### src/rtl/susp_pkg.sv
package susp_pkg;
    localparam int NUM_CH    = 4;
    localparam int CH_TX_DMA = 0;
    localparam int CH_RX_DMA = 1;
    localparam int CH_TX_FRM = 2;
    localparam int CH_RX_FRM = 3;
    localparam int NUM_RING  = 2;

    typedef enum logic [1:0] {
        ST_RUN        = 2'd0,
        ST_DRAIN_INFL = 2'd1,
        ST_DRAIN_TXQ  = 2'd2,
        ST_SUSP       = 2'd3
    } susp_state_e;

    typedef struct packed {
        susp_state_e state;
        logic        req;
        logic        fast;
        logic        rewind;
    } ctrl_regs_t;
endpackage

### src/rtl/susp_fsm.sv
module susp_fsm
    import susp_pkg::*;
(
    input  logic              clk,
    input  logic              rst_n,
    input  logic              soft_rst_i,
    input  logic              stop_i,
    input  logic              req_wr_i,
    input  logic              req_wdata_i,
    input  logic              fast_en_i,
    input  logic [NUM_CH-1:0] busy_i,
    input  logic              txq_pend_i,
    output susp_state_e       state_o,
    output logic              req_o,
    output logic              fast_o,
    output logic              rewind_o
);
    ctrl_regs_t cur_q, nxt_d;
    logic       inflight;

    always_comb begin
        nxt_d        = cur_q;
        nxt_d.rewind = 1'b0;
        inflight     = |busy_i;
        if (req_wr_i) nxt_d.req = req_wdata_i;
        case (cur_q.state)
            ST_RUN: begin
                if (cur_q.req) begin
                    nxt_d.state = ST_DRAIN_INFL;
                    nxt_d.fast  = fast_en_i;
                end
            end
            ST_DRAIN_INFL: begin
                if (!cur_q.req)     nxt_d.state = ST_RUN;
                else if (!inflight) nxt_d.state = cur_q.fast ? ST_SUSP : ST_DRAIN_TXQ;
            end
            ST_DRAIN_TXQ: begin
                if (!cur_q.req) nxt_d.state = ST_RUN;
                else if (!txq_pend_i && !busy_i[CH_TX_FRM]) nxt_d.state = ST_SUSP;
            end
            default: begin
                if (!cur_q.req) nxt_d.state = ST_RUN;
            end
        endcase
        if (stop_i || soft_rst_i) begin
            nxt_d.state  = ST_RUN;
            nxt_d.req    = 1'b0;
            nxt_d.fast   = 1'b0;
            nxt_d.rewind = 1'b1;
        end
    end

    always_ff @(posedge clk or negedge rst_n) begin
        if (!rst_n) cur_q <= '{state: ST_RUN, req: 1'b0, fast: 1'b0, rewind: 1'b1};
        else        cur_q <= nxt_d;
    end

    assign state_o  = cur_q.state;
    assign req_o    = cur_q.req;
    assign fast_o   = cur_q.fast;
    assign rewind_o = cur_q.rewind;


    stop_clears_chk: assert property (@(posedge clk) disable iff (!rst_n)
        (stop_i || soft_rst_i) |=> (!cur_q.req && cur_q.state == ST_RUN && cur_q.rewind));


    fast_entry_chk: assert property (@(posedge clk) disable iff (!rst_n)
        ($rose(cur_q.state == ST_SUSP) && cur_q.fast) |-> ($past(busy_i) == '0));


    normal_entry_chk: assert property (@(posedge clk) disable iff (!rst_n)
        ($rose(cur_q.state == ST_SUSP) && !cur_q.fast) |-> $past(!txq_pend_i && !busy_i[CH_TX_FRM]));


    policy_hold_chk: assert property (@(posedge clk) disable iff (!rst_n)
        (cur_q.state != ST_RUN && !stop_i && !soft_rst_i) |=> $stable(cur_q.fast));
endmodule

### src/rtl/susp_grant.sv
module susp_grant
    import susp_pkg::*;
(
    input  susp_state_e       state_i,
    input  logic              req_i,
    input  logic              fast_q_i,
    input  logic              fast_en_i,
    input  logic              stop_i,
    output logic [NUM_CH-1:0] grant_o,
    output logic              suspended_o
);
    logic run_ok;
    logic fast_sel;
    logic txq_drain;

    always_comb begin
        run_ok      = (state_i == ST_RUN) && !req_i && !stop_i;
        fast_sel    = (state_i == ST_RUN) ? fast_en_i : fast_q_i;
        txq_drain   = req_i && !fast_sel && (state_i != ST_SUSP) && !stop_i;
        suspended_o = (state_i == ST_SUSP);
    end

    for (genvar ch = 0; ch < NUM_CH; ch++) begin : g_ch
        if (ch == CH_TX_FRM) begin : g_txfrm
            assign grant_o[ch] = run_ok || txq_drain;
        end else begin : g_plain
            assign grant_o[ch] = run_ok;
        end
    end
endmodule

### src/rtl/susp_ring_len.sv
module susp_ring_len
    import susp_pkg::*;
#(
    parameter int LEN_W = 4
) (
    input  logic                           clk,
    input  logic                           rst_n,
    input  logic                           init_load_i,
    input  logic [NUM_RING-1:0][LEN_W-1:0] len_i,
    input  logic                           vis_i,
    output logic [NUM_RING-1:0][LEN_W-1:0] len_o
);
    logic [NUM_RING-1:0][LEN_W-1:0] shadow_q, shadow_d;

    for (genvar r = 0; r < NUM_RING; r++) begin : g_ring
        always_comb begin
            shadow_d[r] = init_load_i ? len_i[r] : shadow_q[r];
            len_o[r]    = vis_i ? shadow_q[r] : '0;
        end

        always_ff @(posedge clk) begin
            shadow_q[r] <= shadow_d[r];
        end
    end


    len_hold_chk: assert property (@(posedge clk) disable iff (!rst_n)
        !init_load_i |=> $stable(shadow_q));
endmodule

### src/rtl/susp_seq.sv
module susp_seq
    import susp_pkg::*;
#(
    parameter int LEN_W = 4
) (
    input  logic              clk,
    input  logic              rst_n,
    input  logic              soft_rst_i,
    input  logic              stop_i,
    input  logic              req_wr_i,
    input  logic              req_wdata_i,
    input  logic              fast_en_i,
    input  logic [NUM_CH-1:0] busy_i,
    input  logic              txq_pend_i,
    input  logic              init_load_i,
    input  logic [LEN_W-1:0]  init_tx_len_i,
    input  logic [LEN_W-1:0]  init_rx_len_i,
    output logic [NUM_CH-1:0] grant_o,
    output logic              suspended_o,
    output logic              req_o,
    output logic              rewind_o,
    output logic [LEN_W-1:0]  tx_len_o,
    output logic [LEN_W-1:0]  rx_len_o
);
    susp_state_e                    state;
    logic                           fast_q;
    logic [NUM_RING-1:0][LEN_W-1:0] len_in, len_out;

    susp_fsm i_fsm (
        .clk        (clk),
        .rst_n      (rst_n),
        .soft_rst_i (soft_rst_i),
        .stop_i     (stop_i),
        .req_wr_i   (req_wr_i),
        .req_wdata_i(req_wdata_i),
        .fast_en_i  (fast_en_i),
        .busy_i     (busy_i),
        .txq_pend_i (txq_pend_i),
        .state_o    (state),
        .req_o      (req_o),
        .fast_o     (fast_q),
        .rewind_o   (rewind_o)
    );

    susp_grant i_grant (
        .state_i    (state),
        .req_i      (req_o),
        .fast_q_i   (fast_q),
        .fast_en_i  (fast_en_i),
        .stop_i     (stop_i),
        .grant_o    (grant_o),
        .suspended_o(suspended_o)
    );

    assign len_in = {init_rx_len_i, init_tx_len_i};

    susp_ring_len #(.LEN_W(LEN_W)) i_len (
        .clk        (clk),
        .rst_n      (rst_n),
        .init_load_i(init_load_i),
        .len_i      (len_in),
        .vis_i      (stop_i || req_o),
        .len_o      (len_out)
    );

    assign tx_len_o = len_out[0];
    assign rx_len_o = len_out[1];


    quiet_when_susp_chk: assert property (@(posedge clk) disable iff (!rst_n)
        suspended_o |-> (grant_o == '0));


    resume_no_rewind_chk: assert property (@(posedge clk) disable iff (!rst_n)
        (state != ST_RUN && !req_o && !stop_i && !soft_rst_i) |=> (!rewind_o && state == ST_RUN));


    req_blocks_dma_chk: assert property (@(posedge clk) disable iff (!rst_n)
        req_o |-> (!grant_o[CH_TX_DMA] && !grant_o[CH_RX_DMA] && !grant_o[CH_RX_FRM]));
endmodule

### config.mk
export PLATFORM = sky130hd
export DESIGN_NAME = susp_seq
export DESIGN_NICKNAME = d
export VERILOG_FILES = /design/src/rtl/susp_pkg.sv /design/src/rtl/susp_fsm.sv /design/src/rtl/susp_grant.sv /design/src/rtl/susp_ring_len.sv /design/src/rtl/susp_seq.sv
export SDC_FILE = /design/constraint.sdc
export NUM_CORES = 1
export LEC_CHECK = 0
export ABC_AREA = 1
export BUFFER_PORTS_ARGS = -buffer_cell sky130_fd_sc_hd__buf_2
export CELL_PAD_IN_SITES_DETAIL_PLACEMENT = 1
export CELL_PAD_IN_SITES_GLOBAL_PLACEMENT = 1
export CORE_MARGIN = 5
export CORE_UTILIZATION = 25
export DETAILED_ROUTE_END_ITERATION = 6
export PLACE_DENSITY_LB_ADDON = 0.1
export SETUP_SLACK_MARGIN = 0.3
export SYNTH_ARGS = -nofsm -noshare
export SYNTH_HDL_FRONTEND = slang
export SYNTH_SLANG_ARGS = --single-unit
### constraint.sdc
create_clock -name clk -period 2.9 [get_ports clk]
set_input_delay 0.435 -clock clk [delete_from_list [all_inputs] [get_ports clk]]
set_output_delay 0.435 -clock clk [all_outputs]
set_load 0.005 [all_outputs]
# Word-level counts from Yosys, hierarchy flattened
# Cells that the tools add are included.
[word_totals]
regBits = 13
inputBits = 21
output_inout_bits = 15
wordCells = 50
[classes]
n_eq_ne = 8
muxes = 15
n_reduce_logical = 21
[ops]
columns = ["cell", "n"]
rows = [
  ["$mux 2", 6],
  ["$mux 4", 2],
  ["$ne 4x4->1 const B", 2],
  ["$logic_and 1x1->1", 6],
  ["$pmux 2 s3", 1],
  ["$reduce_bool 2->1", 3],
  ["$logic_not 1->1", 5],
  ["$mux 1", 5],
  ["$mux 5", 1],
  ["$ne 5x5->1 const B", 1],
  ["$eq 2x2->1 const B", 2],
  ["$reduce_and 4->1", 1],
  ["$reduce_or 4->1", 1],
  ["$logic_or 1x1->1", 3],
  ["$ne 3x1->1 const B", 1],
  ["$eq 2x1->1 const B", 1],
  ["$logic_not 2->1", 1],
  ["$ne 2x2->1 const B", 1],
  ["$reduce_and 2->1", 1],
]

# Logic depth before layout (Yosys ltp)
[logic_depth]
depth_word = 7
mapped_depth = 8

# By module
# Synthesis repeated with hierarchy kept, for this count alone.
[hier_totals]
hier_cells = 98
area_unflattened_um2 = 783.3
[modules_own_cells]
columns = ["mod", "instances", "cells_per_inst", "area_per_inst_um2", "seq_area_each_um2"]
rows = [
  ["susp_fsm", 1, 54, 390.4, 126.4],
  ["susp_ring_len", 1, 25, 305.3, 240.2],
  ["susp_grant", 1, 16, 76.3, 0.0],
  ["susp_seq", 1, 3, 11.3, 0.0],
]

# Least setup slack after synthesis
# OpenSTA, ideal clock, no wires.
[synth_timing]
kind = "register -> output"
from = "reg i_fsm.cur_q (netlist bit i_fsm.req_o)"
to = "out grant_o[0]"
arrival_ns = 1.050
path_slack_ns = 1.415
stages_incl_launch_ff = 5
cell_sequence = "dfrtp_1 -> nor2_2 -> inv_1 -> nor2_1 -> buf_4"
[synth_via]
elab_chain_len = 3
[synth_rtl]
columns = ["item", "line", "source"]
rows = [
  ["start: declaration", "susp_fsm.sv:18", "ctrl_regs_t cur_q, nxt_d;"],
  ["start signal: assignment", "susp_fsm.sv:54", "if (!rst_n) cur_q <= '{state: ST_RUN, req: 1'b0, fast: 1'b0, rewind: 1'b1};"],
  ["start signal: assignment", "susp_fsm.sv:55", "else cur_q <= nxt_d;"],
  ["$logic_not 1->1", "susp_grant.sv:17", "run_ok = (state_i == ST_RUN) && !req_i && !stop_i;"],
  ["$logic_and 1x1->1 (2 in a row)", "susp_grant.sv:17", ""],
  ["end: declaration", "susp_seq.sv:18", "output logic [NUM_CH-1:0] grant_o,"],
]
# No other way between the ends.

# Worst setup path after layout
[layout_timing]
from = "reg i_fsm.cur_q (netlist bit i_fsm.req_o)"
to = "out grant_o[1]"
# The elaborated chain is that of the path after synthesis.

==> flow_summary.yaml <==
synth:
  synthTopCellsByArea: "edfxtp_1, dfrtp_1, inv_1, nand2_1, nor2_1"
  syn-cell-area_um2: 671
  synth-edff-count: 8
  synth_commonest_cells: "inv_1, nand2_1, nor2_1"
  yosysUniqueCellTypes: 17
  yosys.area.top_type: "edfxtp_1"
  synth_ff_type: "edfxtp_1"
  ys_ff_latch: 13
  yosysMostFrequentCell: "inv_1"
  netlist_instances: 81
  synth_top_area_share_pct: 35.8
  yosys_warnings: 0
  avgSynthCellArea_um2: 8.28
  ys_async_sr_fraction_pct: 38.5
  syn_nets: 102
  synth.yosys.seq_area_share_pct: 54.7
clock_tree:
  cts_setup_buffers: 0
  clock_path_buffers: 2
  cts_htree_levels: 1
  clockRootBuffer: "clkbuf_4"
  cts_tree: "done"
  cts.repair.resized: 0
  cts_inserted_buffers: 3
  clk_latency_ns: 0.27
  cts_sinks: 13
  cts-hold-fix-buffers: 1
  clk_pin_slew_ns: 0.07
setup_path:
  crit_slowest_cell: "dfrtp_1"
  critical_path_required_ns: 2.47
  cp-end-kind: "output pin"
  critPathLaunchType: "flip-flop"
  crit_family: "flip-flops"
  critical_path.cell_chain: "nor2_2 -> inv_1 -> nor2_1 -> buf_2"
  crit_fanout: 9
  crit_type: "reg -> out"
  crit_arrival_ns: 1.45
  max_stage_delay_ns: 0.47
  crit_buf_inv: 2
detailed_routing:
  drt_iter0_drc: 7
  vias: 633
  wl_met2_um: 748
  postRouteAntennaNets: 0
  viasPerCell: 4.28
  avgRoutedWirePerCell_um: 11.1
  drc: 0
  drt_wl_total_um: 1650
  topRoutingLayerUsed: "met4"
  first_pass_iters: 4
  route.met3.wl_um: 196
  drt-met1-wl_um: 694
global_routing:
  grt_use_total_pct: 10.4
  grt_pass1_wl_um: 2820
  antenna_found_initial: 0
  grt_remaining_overflow: 0
  grt_pass1_vias: 660
  grt_start_max_net_pins: 10
final_layout:
  fill_cells: 335
  area_delta_synth_final_pct: 33.8
  layout.nets: 140
  final_layout_size_suffix_gt1_share_pct: 39.0
  n_antenna_cell: 0
sta:
  tns_ns: 0
  setup_violations: 0
  worst_pin_slew_ns: 0.338
  period_share_pct: 64.8
  skew_ns: 0.000307
  fin_ws_ns: 1.02
  final-hold-violation-count: 0
  worst_slew_margin_rel_pct: 77.4
  rsz0062_at_grt: "false"
  timing.final.crit_period_ns: 1.88
  maxSlewViolCount: 0
  max_freq_mhz: 532
run:
  maxCapViolCount: 0
floorplanning:
  core_area_um2: 2520
  die_w_um: 61.8
  dieArea_um2: 3820
  start_util_pct: 26.6
  rows: 18
  dieHeight_um: 61.8
  io-pin-count: 36
pwr:
  p_leak_nw: 0.489
  power.density_nw_per_um2: 433
  ir_drop_mv: 0.292
placement:
  dp_hpwl_um: 1390
  globalplace.congestion: 0.744
  port_buffers: 35
  pre_cts_ws_ns: 1.17
hold_path:
  timing.hold.worst.class: "in -> reg"
outcome:
  status: "complete, no violations"
-- where the power goes --
| part | internal, W | switching, W | leakage (nW) |
|---|---|---|---|
| Clock | 0.0000532 | 0.0000528 | 0.0150 |
| Combinational | 0.0000303 | 0.0000354 | 0.330 |
| Sequential | 0.000210 | 0.00000626 | 0.144 |
-- stage by stage --
stage,utilization (%),hold slack (ns),area [um2],power [W],cells
after floorplan,-,0.139,671,0.000253,81
after global placement,34.1,0.257,861,0.000285,143
after detailed placement,34.1,0.259,861,0.000287,143
after CTS,35.6,0.322,897,0.000399,148
after global routing,35.6,0.306,897,0.000423,148
final,35.6,0.335,897,0.000388,148
-- layer usage --
layer	vias up	global-route usage, %
met3	2	5.17
li1	325	-
met1	279	12.6
met2	27	16.3
met5	-	0
met4	0	2.73
-- flip-flops by register name, indices dropped and copies added (netlist names) --
register / flops
i_len.shadow_q: 8
i_fsm.state_o: 2
i_fsm.req_o: 1
i_fsm.fast_o: 1
i_fsm.rewind_o: 1
-- kinds of logic after synthesis --
logic type | after synthesis | share of synthesized area [%]
AND/OR/NAND/NOR | 42 | 27.2
buffers and inverters | 20 | 12.9
flip-flops | 13 | 54.7
AO/OA/AOI/OAI | 6 | 5.22
-- cells in the final DEF, fill, tap and decap left out --
cell type	synthesis	routed
nand4_1	1	1
clkbuf_4	0	3
inv_2	2	2
clkbuf_1	0	1
nor2_1	14	14
nand3_1	6	6
nand2_2	2	2
a21oi_1	1	1
o31ai_1	1	1
edfxtp_1	8	8
dlygate4sd3_1	0	1
nor2_2	3	3
o21ai_0	3	3
dfrtp_1	4	4
o211ai_1	1	1
dfstp_2	1	1
buf_2	0	35
nor3_1	2	2
nand2_1	14	14
inv_1	15	15
-- final cells by class --
type / instances / area, um2 / area share (%)
Tap cell: 30 / 37.5 / 4.18
Clock buffer: 4 / 26.3 / 2.93
Inverter: 17 / 63.8 / 7.11
Multi-Input combinational cell: 48 / 218 / 24.3
Timing Repair Buffer: 36 / 185 / 20.6
Sequential cell: 13 / 367 / 40.9
-- path summary, 6_finish.rpt --
path | startpoint | to | slack (ns) | cells after the start
max in group asynchronous | rst_n | i_fsm.rewind_o | 2.17 | 2
max | i_fsm.req_o | grant_o[1] | 1.02 | 4
min in group asynchronous | rst_n | i_fsm.fast_o | 0.51 | 2
min reg2reg | i_fsm.fast_o | i_fsm.fast_o | 0.56 | 2
min | init_tx_len_i[1] | i_len.shadow_q[1] | 0.34 | 1
max reg2reg | i_fsm.state_o[0] | i_fsm.state_o[1] | 1.67 | 6
Note: power is estimated with default switching activity, not from simulation.
